## config.mk

```make
export PLATFORM = sky130hd
export DESIGN_NAME = recursive_adder
export DESIGN_NICKNAME = d
export VERILOG_FILES = /design/src/rtl/hra_pkg.sv /design/src/rtl/hra_ha_row.sv /design/src/rtl/hra_done_det.sv /design/src/rtl/hra_ctrl.sv /design/src/rtl/recursive_adder.sv
export SDC_FILE = /design/constraint.sdc
export NUM_CORES = 1
export LEC_CHECK = 0
export BUFFER_PORTS_ARGS = -buffer_cell sky130_fd_sc_hd__buf_2
export CORE_MARGIN = 10
export CORE_UTILIZATION = 46
export DETAILED_ROUTE_END_ITERATION = 6
export GPL_TIMING_DRIVEN = 1
export HOLD_SLACK_MARGIN = 0.08
export PLACE_DENSITY = 0.69
export SLEW_MARGIN = 20
export SYNTH_ARGS = -nofsm -noshare
export SYNTH_HDL_FRONTEND = slang
export SYNTH_SLANG_ARGS = --single-unit
```

## constraint.sdc

```tcl
create_clock -name clk_i -period 1.9 [get_ports clk_i]
set_input_delay 0.19 -clock clk_i [delete_from_list [all_inputs] [get_ports clk_i]]
set_output_delay 0.19 -clock clk_i [all_outputs]
set_load 0.02 [all_outputs]
```

## src/rtl/hra_pkg.sv

```systemverilog
package hra_pkg;
  typedef enum logic [1:0] {
    ST_IDLE = 2'd0,
    ST_RUN  = 2'd1,
    ST_DONE = 2'd2
  } hra_state_e;
endpackage

```

## src/rtl/hra_ha_row.sv

```systemverilog
// Row of operand/feedback muxes, each followed by a half adder.
module hra_ha_row #(
  parameter int WIDTH = 32
) (
  input  logic             sel_i,
  input  logic [WIDTH-1:0] op_a_i,
  input  logic [WIDTH-1:0] op_b_i,
  input  logic [WIDTH-1:0] fb_sum_i,
  input  logic [WIDTH-2:0] fb_cry_i,   // fb_cry_i[k]: carry leaving bit k
  output logic [WIDTH-1:0] sum_o,
  output logic [WIDTH-1:0] cry_o
);
  for (genvar i = 0; i < WIDTH; i++) begin : g_bit
    logic x, y;
    if (i == 0) begin : g_lsb
      // nothing ever feeds bit 0 during feedback passes
      assign y = sel_i ? 1'b0 : op_b_i[i];
    end else begin : g_upper
      assign y = sel_i ? fb_cry_i[i-1] : op_b_i[i];
    end
    assign x        = sel_i ? fb_sum_i[i] : op_a_i[i];
    assign sum_o[i] = x ^ y;
    assign cry_o[i] = x & y;
  end
endmodule

```

## src/rtl/hra_done_det.sv

```systemverilog
// Completion detection: no carry still heading into a bit of the word.
module hra_done_det #(
  parameter int WIDTH = 32
) (
  input  logic [WIDTH-2:0] cry_i,
  output logic             settled_o
);
  assign settled_o = ~|cry_i;
endmodule

```

## src/rtl/hra_ctrl.sv

```systemverilog
module hra_ctrl
  import hra_pkg::*;
#(
  parameter int WIDTH = 32
) (
  input  logic clk_i,
  input  logic rst_ni,
  input  logic req_i,
  input  logic settled_i,
  output logic sel_o,
  output logic step_o,
  output logic ack_o
);
  localparam int CNT_W = $clog2(WIDTH + 1);

  hra_state_e state_q, state_d;
  logic [CNT_W-1:0] pass_q;

  always_comb begin
    state_d = state_q;
    step_o  = 1'b0;
    unique case (state_q)
      ST_IDLE: if (req_i) begin
        state_d = ST_RUN;
        step_o  = 1'b1;
      end
      ST_RUN: if (settled_i) state_d = ST_DONE;
              else           step_o  = 1'b1;
      ST_DONE: if (!req_i) state_d = ST_IDLE;
      default: state_d = ST_IDLE;
    endcase
  end

  assign sel_o = (state_q != ST_IDLE);
  assign ack_o = (state_q == ST_DONE);

  always_ff @(posedge clk_i or negedge rst_ni) begin
    if (!rst_ni) begin
      state_q <= ST_IDLE;
      pass_q  <= '0;
    end else begin
      state_q <= state_d;
      if (state_q == ST_IDLE)   pass_q <= '0;
      else if (step_o)          pass_q <= pass_q + 1'b1;
    end
  end

  // feedback passes per operation are bounded by the word width
  assert_pass_bound_R5: assert property (@(posedge clk_i) disable iff (!rst_ni)
    int'(pass_q) <= WIDTH - 1);

  assert_ack_needs_req_R6: assert property (@(posedge clk_i) disable iff (!rst_ni)
    $rose(ack_o) |-> $past(req_i));
endmodule

```

## src/rtl/recursive_adder.sv

```systemverilog
module recursive_adder #(
  parameter int WIDTH = 32
) (
  input  logic             clk_i,
  input  logic             rst_ni,
  input  logic             req_i,
  input  logic [WIDTH-1:0] a_i,
  input  logic [WIDTH-1:0] b_i,
  output logic             ack_o,
  output logic [WIDTH-1:0] sum_o,
  output logic             cout_o
);
  logic             sel, step, settled;
  logic [WIDTH-1:0] row_sum, row_cry;
  logic [WIDTH-1:0] sum_q;
  logic [WIDTH-2:0] cry_q;   // carries headed into bits 1..WIDTH-1
  logic             cout_q;

  hra_ha_row #(.WIDTH(WIDTH)) u_row (
    .sel_i   (sel),
    .op_a_i  (a_i),
    .op_b_i  (b_i),
    .fb_sum_i(sum_q),
    .fb_cry_i(cry_q),
    .sum_o   (row_sum),
    .cry_o   (row_cry)
  );

  hra_done_det #(.WIDTH(WIDTH)) u_det (
    .cry_i    (cry_q),
    .settled_o(settled)
  );

  hra_ctrl #(.WIDTH(WIDTH)) u_ctrl (
    .clk_i    (clk_i),
    .rst_ni   (rst_ni),
    .req_i    (req_i),
    .settled_i(settled),
    .sel_o    (sel),
    .step_o   (step),
    .ack_o    (ack_o)
  );

  always_ff @(posedge clk_i or negedge rst_ni) begin
    if (!rst_ni) begin
      sum_q  <= '0;
      cry_q  <= '0;
      cout_q <= 1'b0;
    end else if (step) begin
      sum_q  <= row_sum;
      cry_q  <= row_cry[WIDTH-2:0];
      // top carry leaves the word; collect it so overflow survives
      cout_q <= sel ? (cout_q | row_cry[WIDTH-1]) : row_cry[WIDTH-1];
    end
  end

  assign sum_o  = sum_q;
  assign cout_o = cout_q;

  assert_no_sum_and_carry_R4: assert property (@(posedge clk_i) disable iff (!rst_ni)
    (sum_q[WIDTH-2:0] & cry_q) == '0);

  assert_ack_when_settled_R4: assert property (@(posedge clk_i) disable iff (!rst_ni)
    ack_o |-> cry_q == '0);

  assert_hold_result_R6: assert property (@(posedge clk_i) disable iff (!rst_ni)
    (ack_o && $past(ack_o)) |-> ($stable(sum_o) && $stable(cout_o)));

  assert_ack_release_R7: assert property (@(posedge clk_i) disable iff (!rst_ni)
    $fell(ack_o) |-> !$past(req_i));

  assert_cout_kept_R3: assert property (@(posedge clk_i) disable iff (!rst_ni)
    ($past(sel) && sel && $past(cout_o)) |-> cout_o);
endmodule

```

# After elaboration in Yosys (flattened, before gate mapping)
# Cells that the tools add are included.
# op_classes
n_eq_ne	5
n_mux	72
n_bitwise	65
reduce_logical	4
# ops
cell	count
1-bit 2-to-1 mux	67
1-bit bitwise AND	32
1-bit bitwise XOR	32
31-bit OR reduction	1
2-bit 2-to-1 mux	3
2-bit inequality test (second input constant)	3
2-bit case mux with 3 select lines	1
3-bit AND reduction	1
2-bit by 1-bit == test with 1-bit output (second input constant)	1
2-bit == test (second input constant)	1
2-bit zero test	1
1-bit case mux with 2 select lines	1
2-bit nonzero test	1
1-bit bitwise OR	1
# word_totals
ff_bits	66
in_bits	67

# Longest topological paths before layout
# logic_depth
depth_word	5
depth_mapped	7
depth_no_buf	5

# Hierarchy
# From an unflattened synthesis, not the netlist that was laid out.
# unflattened
hier_cells	259
hier_area_um2	4219.0
# modules_own_cells
module	instances	cells_each	area_per_inst_um2	seq_area_each_um2
recursive_adder	1	136	2582.5	1601.5
hra_ha_row	1	103	1468.9	0.0
hra_ctrl	1	9	96.3	50.0
hra_done_det	1	11	71.3	0.0

# Worst setup path before layout
# Ideal clock, no wire load.
# synth_path
path_type	register to register
start	reg u_ctrl.state_q[0]
end	reg sum_q[10] (netlist: sum_o[10])
setup_time_ps	131
t_arrival_ps	1777
required_time_ps	1769
path_slack_ps	-8
path_stages_with_launch	8
path_buffers	2
path_cell_list	dfrtp_1 > nor2_1 > buf_2 > buf_2 > mux2_2 > ha_1 > a21oi_1 > o211ai_2
# synth_between
elab_chain_cells	3
elab_cells_between_ends	7
# synth_rtl
item	line	source
from (decl)	hra_ctrl.sv:16	hra_state_e state_q, state_d;
from (signal assigned)	hra_ctrl.sv:42	state_q <= state_d;
2-bit nonzero test *	hra_ctrl.sv:34	assign sel_o = (state_q != ST_IDLE);
1-bit 2-to-1 mux, on equally long branches	hra_ha_row.sv:21, hra_ha_row.sv:19	
1-bit bitwise XOR *	hra_ha_row.sv:22	assign sum_o[i] = x ^ y;
net row_sum[10]	recursive_adder.sv:14	logic [WIDTH-1:0] row_sum, row_cry;
to (signal assigned)	recursive_adder.sv:50	sum_q <= row_sum;
to (decl)	recursive_adder.sv:15	logic [WIDTH-1:0] sum_q;
# Mark *: on every way through the listed nets, which the timed path passes. The rest lies on a longest branch.
# A chain may end at the register's enable or synchronous reset.

# Final worst setup path
# layout_path
start	reg u_ctrl.state_q[1]
end	reg sum_q[18] (netlist: sum_o[18])
# Same word-level chain as after synthesis.

==> flow_metrics.py <==
metrics = {
    "sta": {
        "fin_skew_ns": 0.00996,
        "setup_tns_ns": 0,
        "tightest_slew_ns": 0.379,
        "period_share_pct": 99.3,
        "slew_headroom_pct": 74.7,
        "rsz0062_at_grt": "yes",
        "setup_viol": 0,
        "fmax_mhz": 530,
        "period_needed_ns": 1.89,
        "slew_viol_final": 0,
        "whs_ns": 0.125,
        "final-hold-violation-count": 0,
    },
    "pwr": {
        "ir_worst_vdd_mv": 0.974,
        "p_leak_nw": 2.99,
        "powerDensity_nw_per_um2": 2060,
        "p_total_mw": 13.2,
    },
    "critical_path": {
        "cp-end-kind": "flop",
        "r2r_end": "sum_o[18]$_DFFE_PN0P_",
        "ff2ff_setup_slack_ns": 0.01,
        "critPathLaunchType": "flop",
        "r2r_cells": 7,
        "cp.arrival_ns": 2.11,
        "rr_startpoint": "u_ctrl.state_q[1]$_DFFE_PN0P_",
        "required_ns": 2.12,
        "cp_max_fo": 12,
        "crit_type": "reg2reg",
    },
    "final_layout": {
        "area_delta_synth_final_pct": 29.8,
        "stdcell_area_sq_um": 6400,
        "drive_above_1_share_pct": 48.4,
        "nNetsFinal": 705,
        "antenna_cells": 0,
    },
    "placement": {
        "placed_area_sq_um": 5590,
        "place.detailed.hpwl_microns": 9200,
        "port_buffers": 100,
        "place.gp.congestion": 0.815,
    },
    "clock_tree": {
        "h-tree-depth": 3,
        "cts_made_buffers": 9,
        "clk_pin_slew_ns": 0.08,
        "ctsRootBufferMaster": "clkbuf_8",
        "clk_latency_ns": 0.34,
        "cts_tree": "done",
        "clockBufferDepth": 2,
        "cts_sinks": 66,
    },
    "yosys": {
        "avgSynthCellArea_sq_um": 9.44,
        "syn_nets": 621,
        "synth.distinct_cells": 29,
        "yosysWarnings": 0,
        "ys_seq_elements": 66,
        "syn_area_sq_um": 4930,
        "synthCells": 522,
        "yosysSeqAreaShare_pct": 33.5,
    },
    "drt": {
        "route.detailed.drc": 0,
        "ant_nets": 0,
        "wl_per_cell_microns": 20.5,
        "drtPass1Iterations": 5,
        "drt_iter0_drc": 350,
        "num_vias": 4560,
        "wl_microns": 15300,
        "via_per_inst": 6.11,
    },
    "floorplan": {
        "io_pins": 101,
        "die_x_microns": 123,
        "rows": 37,
        "dieHeight_microns": 123,
        "die-area_sq_um": 15300,
        "start_util_pct": 47.5,
        "core-area_sq_um": 10400,
    },
    "hold_path": {
        "whs_endpoint": "u_ctrl.state_q[1]$_DFFE_PN0P_",
        "hold_path.class": "in2reg",
        "hp-start": "req_i",
        "whs_path_depth": 2,
    },
    "global_routing": {
        "overflow": 0,
        "grtUsageTotal_pct": 18.6,
        "antenna_found_initial": 0,
        "grt_pass1_vias": 4570,
        "grt_max_degree": 67,
        "grt_pass1_wl_microns": 23200,
    },
    "job": {
        "drv_cap": 0,
    },
    "run_status": {
        "status": "finished, final reports clean",
    },
}
-- worst max-delay path, stage by stage, from the launching register on --
cell	delay (ns)
dfrtp_1	0.43
nor2_4	0.19
buf_6	0.15
buf_12	0.14
mux2_2	0.36
ha_4	0.25
a21oi_2	0.16
o211ai_2	0.09
-- metrics by stage --
step	worst slack, ns	instances	util (%)
6_report	0.0141	746	61.7
5_1_grt	-0.0623	746	61.7
4_1_cts	0.00362	741	56.2
3_5_place_dp	-0.00165	725	53.9
3_3_place_gp	0.0448	725	53.9
2_1_floorplan	-0.00782	522	-
-- what timing repair did --
item / in CTS / in global routing
buffers inserted: 0 / 2
hold buffers: 1 / 0
setup endpoints to repair: 7 / 45
pin swaps: 0 / 10
gates cloned: 0 / 3
hold endpoints to repair: 66 / 0
resized for setup: 8 / 66
-- how the worst max path moves through the flow --
stage / startpoint / end / slack (ns) / cells past startpoint
after global placement: u_ctrl.state_q[0]$_DFFE_PN0P_ / sum_o[13]$_DFFE_PN0P_ / 0.04 / 6
final: u_ctrl.state_q[1]$_DFFE_PN0P_ / sum_o[18]$_DFFE_PN0P_ / 0.01 / 7
after global routing: u_ctrl.state_q[1]$_DFFE_PN0P_ / sum_o[18]$_DFFE_PN0P_ / -0.06 / 7
after floorplan: u_ctrl.state_q[0]$_DFFE_PN0P_ / sum_o[10]$_DFFE_PN0P_ / -0.008 / 7
after CTS: u_ctrl.state_q[0]$_DFFE_PN0P_ / sum_o[6]$_DFFE_PN0P_ / 0.004 / 6
after detailed placement: u_ctrl.state_q[0]$_DFFE_PN0P_ / sum_o[19]$_DFFE_PN0P_ / -0.002 / 6
-- final cells by class --
cell class	count	area [sq um]
Clock buffer	13	169
Clock inverter	2	35.0
Fill cell	836	3970
Multi-Input combinational cell	402	3450
Sequential cell	66	1650
Tap cell	136	170
Timing Repair Buffer	127	920
-- cell families after synthesis --
group	share of synthesized area, %
AOI/OAI and AO/OA	17.5
adders and majority gates	8.13
buffers and inverters	6.86
DFF	33.5
muxes	14.6
and+or+nand+nor	19.3
-- metal layers --
layer  part of all wire, %  global-route usage (%)  vias to the layer above  routed length (microns)
met4                   1.6                    6.99                        0                      239
met5                     0                       0                        -                        0
met3                   6.4                    3.19                       20                      977
met2                    49                    29.5                      178                     7570
met1                    43                    24.7                     2251                     6510
li1                      -                       -                     2111                        -
-- power by group --
| part | leakage [nW] | internal [mW] | switching, mW |
|---|---|---|---|
| sequential | 0.838 | 2.05 | 0.548 |
| combinational | 2.05 | 4.32 | 4.99 |
| clock | 0.106 | 0.706 | 0.554 |
-- sequential cells by signal, indices dropped and copies added, names as in the netlist --
name / flops
cout_o: 1
u_ctrl.state_q: 2
cry_q: 31
sum_o: 32
-- cells in the mapped netlist --
library cell  number  share of area (%)
dfrtp_1           66                 34
nand2_1           64                4.9
a21oi_1           63                6.4
and3_1            63                8.0
mux2_2            63                 14
o21ai_1           33                3.4
ha_1              32                8.1
nand4_1           32                4.1
o211ai_2          27                6.9
buf_2             19                1.9
clkbuf_1          16                1.2
nor4_1             7               0.89
buf_6              6                1.4
o211ai_1           5               0.76
buf_1              4               0.30
clkbuf_2           3               0.30
and2_1             2               0.25
and4_1             2               0.36
buf_12             2               0.81
buf_4              2               0.30
buf_8              2               0.61
nor2b_1            2               0.25
a22o_1             1               0.18
and2_4             1               0.18
mux2i_1            1               0.20
nand2b_1           1               0.13
nor2_1             1              0.076
nor3_1             1               0.10
or3b_1             1               0.18
-- placed cells by master, fill, tap and decap left out, drive strengths merged --
| master | count |
|---|---|
| a21oi | 63 |
| a22o | 1 |
| and2 | 3 |
| and3 | 63 |
| and4 | 2 |
| buf | 123 |
| bufinv | 1 |
| clkbuf | 16 |
| clkinv | 1 |
| dfrtp | 66 |
| dlygate4sd3 | 1 |
| ha | 32 |
| mux2 | 63 |
| mux2i | 1 |
| nand2 | 64 |
| nand2b | 1 |
| nand4 | 32 |
| nor2 | 1 |
| nor2b | 2 |
| nor3 | 1 |
| nor4 | 7 |
| o211ai | 32 |
| o21ai | 33 |
| or3b | 1 |
(Power assumes the default switching activity.)
